$ cat src/rtl/cc_pkg.sv
package cc_pkg;
  // Default geometry of the coalescer
  localparam int unsigned DEF_CNT_W         = 20;
  localparam int unsigned DEF_TW_W          = 16;
  localparam int unsigned DEF_PRESCALE_LOG2 = 10;
  localparam int unsigned DEF_WORD_W        = 64;
  localparam int unsigned DEF_FLAG_BIT      = 16;

  // How the done count moves in a cycle
  typedef enum logic [1:0] {
    CNT_KEEP = 2'd0,
    CNT_STEP = 2'd1,
    CNT_LOAD = 2'd2
  } cnt_op_e;
endpackage

$ cat src/rtl/cc_count_unit.sv
module cc_count_unit
  import cc_pkg::*;
#(
  parameter int unsigned CNT_W = DEF_CNT_W
) (
  input  logic             clk,
  input  logic             rst_n,
  input  logic             bump,
  input  logic             ack_we,
  input  logic [CNT_W-1:0] ack_val,
  input  logic             load_we,
  input  logic [CNT_W-1:0] load_val,
  output logic [CNT_W-1:0] count_q,
  output logic             is_zero
);
  localparam int unsigned EXT_W = CNT_W + 1;

  cnt_op_e          op;
  logic [EXT_W-1:0] grown;
  logic [EXT_W-1:0] take;
  logic [CNT_W-1:0] stepped;
  logic [CNT_W-1:0] count_d;

  always_comb begin
    if (load_we)             op = CNT_LOAD;
    else if (bump || ack_we) op = CNT_STEP;
    else                     op = CNT_KEEP;
  end

  // Completion first, then acknowledge, with a floor at zero
  always_comb begin
    grown = {1'b0, count_q} + {{CNT_W{1'b0}}, bump};
    take  = ack_we ? {1'b0, ack_val} : '0;
    if (take > grown) stepped = '0;
    else              stepped = CNT_W'(grown - take);
  end

  always_comb begin
    unique case (op)
      CNT_LOAD: count_d = load_val;
      CNT_STEP: count_d = stepped;
      default:  count_d = count_q;
    endcase
  end

  always_ff @(posedge clk) begin
    if (!rst_n) count_q <= '0;
    else        count_q <= count_d;
  end

  assign is_zero = (count_q == '0);
endmodule

$ cat src/rtl/cc_hold_timer.sv
module cc_hold_timer #(
  parameter int unsigned TMR_W = 26
) (
  input  logic             clk,
  input  logic             rst_n,
  input  logic             hold,
  input  logic             restart,
  output logic [TMR_W-1:0] tmr_q
);
  localparam logic [TMR_W-1:0] TMR_MAX = '1;

  logic [TMR_W-1:0] tmr_d;

  // Held at zero while nothing is pending, cleared on restart, saturates
  always_comb begin
    if (hold || restart)      tmr_d = '0;
    else if (tmr_q != TMR_MAX) tmr_d = tmr_q + TMR_W'(1);
    else                      tmr_d = tmr_q;
  end

  always_ff @(posedge clk) begin
    if (!rst_n) tmr_q <= '0;
    else        tmr_q <= tmr_d;
  end
endmodule

$ cat src/rtl/cc_fire_eval.sv
module cc_fire_eval #(
  parameter int unsigned CNT_W         = 20,
  parameter int unsigned TW_W          = 16,
  parameter int unsigned PRESCALE_LOG2 = 10,
  parameter int unsigned TMR_W         = TW_W + PRESCALE_LOG2
) (
  input  logic [CNT_W-1:0] count,
  input  logic [TMR_W-1:0] tmr,
  input  logic [CNT_W-1:0] num_wait,
  input  logic [TW_W-1:0]  time_wait,
  output logic             count_hit,
  output logic             time_hit,
  output logic             fire
);
  logic [CNT_W-1:0] num_eff;
  logic [TMR_W-1:0] time_limit;

  // A zero threshold behaves as one
  assign num_eff = (num_wait == '0) ? CNT_W'(1) : num_wait;

  generate
    if (PRESCALE_LOG2 == 0) begin : g_unscaled
      assign time_limit = time_wait;
    end else begin : g_scaled
      assign time_limit = {time_wait, {PRESCALE_LOG2{1'b0}}};
    end
  endgenerate

  assign count_hit = (count >= num_eff);
  assign time_hit  = (time_wait != '0) && (tmr >= time_limit);
  assign fire      = (count != '0) && (count_hit || time_hit);
endmodule

$ cat src/rtl/cmpl_coalescer.sv
module cmpl_coalescer
  import cc_pkg::*;
#(
  parameter int unsigned CNT_W         = DEF_CNT_W,
  parameter int unsigned TW_W          = DEF_TW_W,
  parameter int unsigned PRESCALE_LOG2 = DEF_PRESCALE_LOG2,
  parameter int unsigned WORD_W        = DEF_WORD_W,
  parameter int unsigned FLAG_BIT      = DEF_FLAG_BIT
) (
  input  logic              clk,
  input  logic              rst_n,
  input  logic              cmpl_valid,
  input  logic [WORD_W-1:0] cmpl_word0,
  input  logic              ack_we,
  input  logic [CNT_W-1:0]  ack_val,
  input  logic              cnt_we,
  input  logic [CNT_W-1:0]  cnt_val,
  input  logic              wait_we,
  input  logic [CNT_W-1:0]  wait_num,
  input  logic [TW_W-1:0]   wait_time,
  input  logic              ena_set,
  input  logic              ena_clr,
  output logic [CNT_W-1:0]  done_count,
  output logic [CNT_W-1:0]  num_wait_q,
  output logic [TW_W-1:0]   time_wait_q,
  output logic              irq_ena,
  output logic              irq
);
  localparam int unsigned TMR_W = TW_W + PRESCALE_LOG2;

  logic             bump;
  logic             cnt_zero;
  logic             tmr_restart;
  logic [TMR_W-1:0] tmr;
  logic             count_hit;
  logic             time_hit;
  logic             fire;

  assign bump        = cmpl_valid && cmpl_word0[FLAG_BIT];
  assign tmr_restart = ack_we || cnt_we;

  // Coalescing settings
  always_ff @(posedge clk) begin
    if (!rst_n) begin
      num_wait_q  <= '0;
      time_wait_q <= '0;
    end else if (wait_we) begin
      num_wait_q  <= wait_num;
      time_wait_q <= wait_time;
    end
  end

  // Interrupt enable, clear has priority
  always_ff @(posedge clk) begin
    if (!rst_n)       irq_ena <= 1'b0;
    else if (ena_clr) irq_ena <= 1'b0;
    else if (ena_set) irq_ena <= 1'b1;
  end

  cc_count_unit #(.CNT_W(CNT_W)) u_count (
    .clk      (clk),
    .rst_n    (rst_n),
    .bump     (bump),
    .ack_we   (ack_we),
    .ack_val  (ack_val),
    .load_we  (cnt_we),
    .load_val (cnt_val),
    .count_q  (done_count),
    .is_zero  (cnt_zero)
  );

  cc_hold_timer #(.TMR_W(TMR_W)) u_timer (
    .clk     (clk),
    .rst_n   (rst_n),
    .hold    (cnt_zero),
    .restart (tmr_restart),
    .tmr_q   (tmr)
  );

  cc_fire_eval #(
    .CNT_W         (CNT_W),
    .TW_W          (TW_W),
    .PRESCALE_LOG2 (PRESCALE_LOG2),
    .TMR_W         (TMR_W)
  ) u_fire (
    .count     (done_count),
    .tmr       (tmr),
    .num_wait  (num_wait_q),
    .time_wait (time_wait_q),
    .count_hit (count_hit),
    .time_hit  (time_hit),
    .fire      (fire)
  );

  assign irq = fire && irq_ena;
endmodule

$ cat config.mk
export PLATFORM = sky130hd
export DESIGN_NAME = cmpl_coalescer
export DESIGN_NICKNAME = d
export VERILOG_FILES = /design/src/rtl/cc_pkg.sv /design/src/rtl/cc_count_unit.sv /design/src/rtl/cc_hold_timer.sv /design/src/rtl/cc_fire_eval.sv /design/src/rtl/cmpl_coalescer.sv
export SDC_FILE = /design/constraint.sdc
export NUM_CORES = 1
export LEC_CHECK = 0
export BUFFER_PORTS_ARGS = -buffer_cell sky130_fd_sc_hd__buf_4
export CAP_MARGIN = 5
export CORE_MARGIN = 2
export CORE_UTILIZATION = 25
export DETAILED_ROUTE_END_ITERATION = 7
export GPL_TIMING_DRIVEN = 0
export REMOVE_ABC_BUFFERS = 1
export SLEW_MARGIN = 5
export SYNTH_ARGS = -nofsm -noshare
export SYNTH_HDL_FRONTEND = slang
export SYNTH_SLANG_ARGS = --single-unit
$ cat constraint.sdc
create_clock -name clk -period 11.98 [get_ports clk]
set_input_delay 2.396 -clock clk [delete_from_list [all_inputs] [get_ports clk]]
set_output_delay 2.396 -clock clk [all_outputs]
set_load 0.02 [all_outputs]
==> flow_summary.toml <==
[yosys]
synthTopCellsByArea = "dfxtp_1 (26%), ha_1 (15%), mux2i_1 (6.0%)"
synth_mux_area_frac = 0.0601
yosysSeqAreaShare = 0.256
ys_ff_latch = 83
synth_cells = 806
synth_edf_count = 0
synthAdderAreaFrac = 0.155
synthFlopType = "dfxtp_1"
synth_compound_area_frac = 0.169
avgSynthCellArea_um2 = 8.06
synth.most_common_cell = "inv_1"
synthArstFlopShare = 0
synth-xor-area-share = 0.0701
syn_area_um2 = 6500
synth_top_family_by_area = "simple AND/OR/NAND/NOR gates"
synth_commonest_cells = "inv_1 (87), dfxtp_1 (83), ha_1 (79), nand2_1 (58), o21ai_0 (52)"
synth_top_area_cell = "dfxtp_1"
ys_warn_count = 0
synth_top_cell_area_share = 0.256
synth_cell_type_count = 58
yosys.area_share.simple = 0.221

[global_routing]
track_usage = 0.141
grt_overflow_total = 0
grt_max_degree = 60
antenna_found_initial = 0
grt_pass1_wl_mm = 30.1
grt_pass1_vias = 5645

[timing]
tightest_slew_ns = 0.771
setup_viol = 0
holdWs_ns = 0.525
fin_ws_ns = 5.43
rsz0062_at_grt = "false"
fin_crit_ns = 6.55
setup_tns_ns = 0
max-slew-margin-rel = 0.486
period_share = 0.547
skew_ns = 0.00673
drv_slew = 0
hold_viol_final = 0
max_freq_mhz = 153

[cells_and_area]
multi_input_area_um2 = 4390
fin_nets = 1161
final_util = 0.318
regArea_um2 = 1660
fillCellCount = 2732
area_growth_pct = 25.9
n_antenna_cell = 0
drive_gt1_frac = 0.178

[drt]
antenna_left = 0
routed-wl-met2_mm = 8.82
met1_length_mm = 9.17
routed_wl_mm = 19.4
drc = 0
routed_via_density = 4.73
first_pass_iters = 5
vias = 6021
routed.top_layer = "met4"
wl_per_cell_um = 15.2
first_iter_violations = 403
wl_met3_mm = 1.04

[placement]
place.gp.congestion = 0.858
hpwlAfterDp_mm = 15.3
dpl_worst_slack_ns = 5.14
portBuffers = 142

[die]
core-area_um2 = 25800
row_count = 59
design.portCount = 206
die_area_um2 = 27300
start_util = 0.252
fp.dieH_um = 165
dieWidth_um = 165

[critical_path]
crit_chain = "buf_4, and2_1, ha_1, ha_1, nand3_1, nor2_1, and3_1, nand3_1, xnor2_1, ha_1, a21o_1, a2111o_1, a31oi_2, a41oi_4, or4b_1, a21oi_1"
crit_top_cell = "ha_1"
crit_required_ns = 12.27
r2r_slack_ns = 7.44
critPathTopFamily = "simple AND/OR/NAND/NOR gates"
worst-setup-path-type = "primary input to flip-flop"
r2r_cells = 14
r2r-end = "u_count.count_q[17]"
worst-path-buf-inv = 1
start_kind = "primary input"
end_kind = "flip-flop"
crit_arrival_ns = 6.84
timing.rr.start = "u_count.count_q[0]"
max_stage_delay_ns = 0.67
crit_fanout = 19
worst_path_max_delay_cell = "or4b_1"

[power]
ir_drop_mv = 0.0612
power_density_nw_per_um2 = 115
power_leakage_nw = 3.78

[clock_tree]
clock-root-buffer = "clkbuf_16"
cts_buffer_depth = 2
holdBufCountCts = 0
cts_buffers = 9
clkTransAtPathRegs_ns = 0.07
postCtsResizedCells = 0
htree_levels = 3
post_cts_buffers = 0
cts.sinks = 83
worstSkewPairLatency_ns = 0.35
cts_tree = "built"

[hold_path]
worstHoldPathCells = 2
whs_endpoint = "u_timer.tmr_q[2]"
hold_start = "u_timer.tmr_q[2]"
holdCritPathClass = "flip-flop to flip-flop"

[status]
outcome = "finished, final reports clean"

[flow_run]
max_cap_viol_count = 0
[final cells by class]
| type | count | area share |
|---|---|---|
| repair buffers | 144 | 0.132 |
| multi-input cells | 607 | 0.536 |
| clock buffers | 11 | 0.0297 |
| clock inverters | 5 | 0.00749 |
| well taps | 335 | 0.0512 |
| flip-flops and latches | 83 | 0.203 |
| inverters | 88 | 0.0405 |
[metrics by stage]
| stage | instances | instance area [µm²] | total power (W) |
|---|---|---|---|
| floorplan | 778 | 6380 | 0.000529 |
| global placement | 1255 | 7870 | 0.000644 |
| detailed placement | 1257 | 7880 | 0.000648 |
| CTS | 1273 | 8190 | 0.000946 |
| global route | 1273 | 8190 | 0.000999 |
| finish | 1273 | 8190 | 0.000938 |
[worst register-to-register path, cell delays in order (launching register included)]
cell and delay, ns:
dfxtp_1 0.47, ha_1 0.25, ha_1 0.19, nand3_1 0.18, nor2_1 0.38, and3_1 0.26, nand3_1 0.11, xnor2_1 0.18
ha_1 0.40, a21o_1 0.21, a2111o_1 0.45, a31oi_2 0.20, a41oi_4 0.38, or4b_1 0.68, a21oi_1 0.15
[cells in the final DEF (no fill, tap or decap), drive strengths merged, types with 17 or more instances in the layout]
master / netlist / layout
nor2: 49 / 49
nor4: 18 / 18
xor2: 29 / 29
mux2i: 39 / 39
nor2b: 43 / 43
a21oi: 36 / 36
a21o: 17 / 17
nand2: 58 / 58
o21ai: 54 / 54
ha: 79 / 79
inv: 87 / 88
buf: 11 / 144
dfxtp: 83 / 83
xnor2: 23 / 23
nand3: 20 / 20
nand4: 20 / 20
[flip-flops by register name, summed over array words and instances, names as in the netlist]
name / flops
u_count.count_q: 20
time_wait_q: 16
irq_ena: 1
num_wait_q: 20
u_timer.tmr_q: 26
[worst max-delay path by stage]
stage | start | cells past startpoint | slack [ns] | end
5_1_grt | cmpl_valid | 16 | 5.22 | u_count.count_q[17]
3_3_place_gp | cmpl_valid | 16 | 5.17 | u_count.count_q[17]
4_1_cts | cmpl_valid | 16 | 5.50 | u_count.count_q[17]
6_report | cmpl_valid | 16 | 5.43 | u_count.count_q[17]
2_1_floorplan | cmpl_valid | 15 | 6.04 | u_count.count_q[17]
3_5_place_dp | cmpl_valid | 16 | 5.14 | u_count.count_q[17]
[report_power, final]
group	leakage [nW]	internal (W)	total, W	switching (W)
Clock	0.150	0.000169	0.000294	0.000125
Sequential	0.681	0.000292	0.000325	0.0000325
Combinational	2.95	0.000141	0.000319	0.000178
[layer usage]
metal	vias up	track usage
met4	0	0.0435
met2	141	0.226
met3	18	0.0267
met5	-	0
met1	2783	0.193
li1	3079	-
[cells by family (layout without fill, tap and decap cells)]
group | Yosys count | count (layout)
XOR/XNOR | 52 | 52
multiplexers | 39 | 39
AND/OR/NAND/NOR | 272 | 272
buffers and inverters | 116 | 248
flip-flops | 83 | 83
adder cells (fa/ha/maj) | 80 | 80
AO/OA/AOI/OAI | 164 | 164
(Power assumes the default switching activity.)
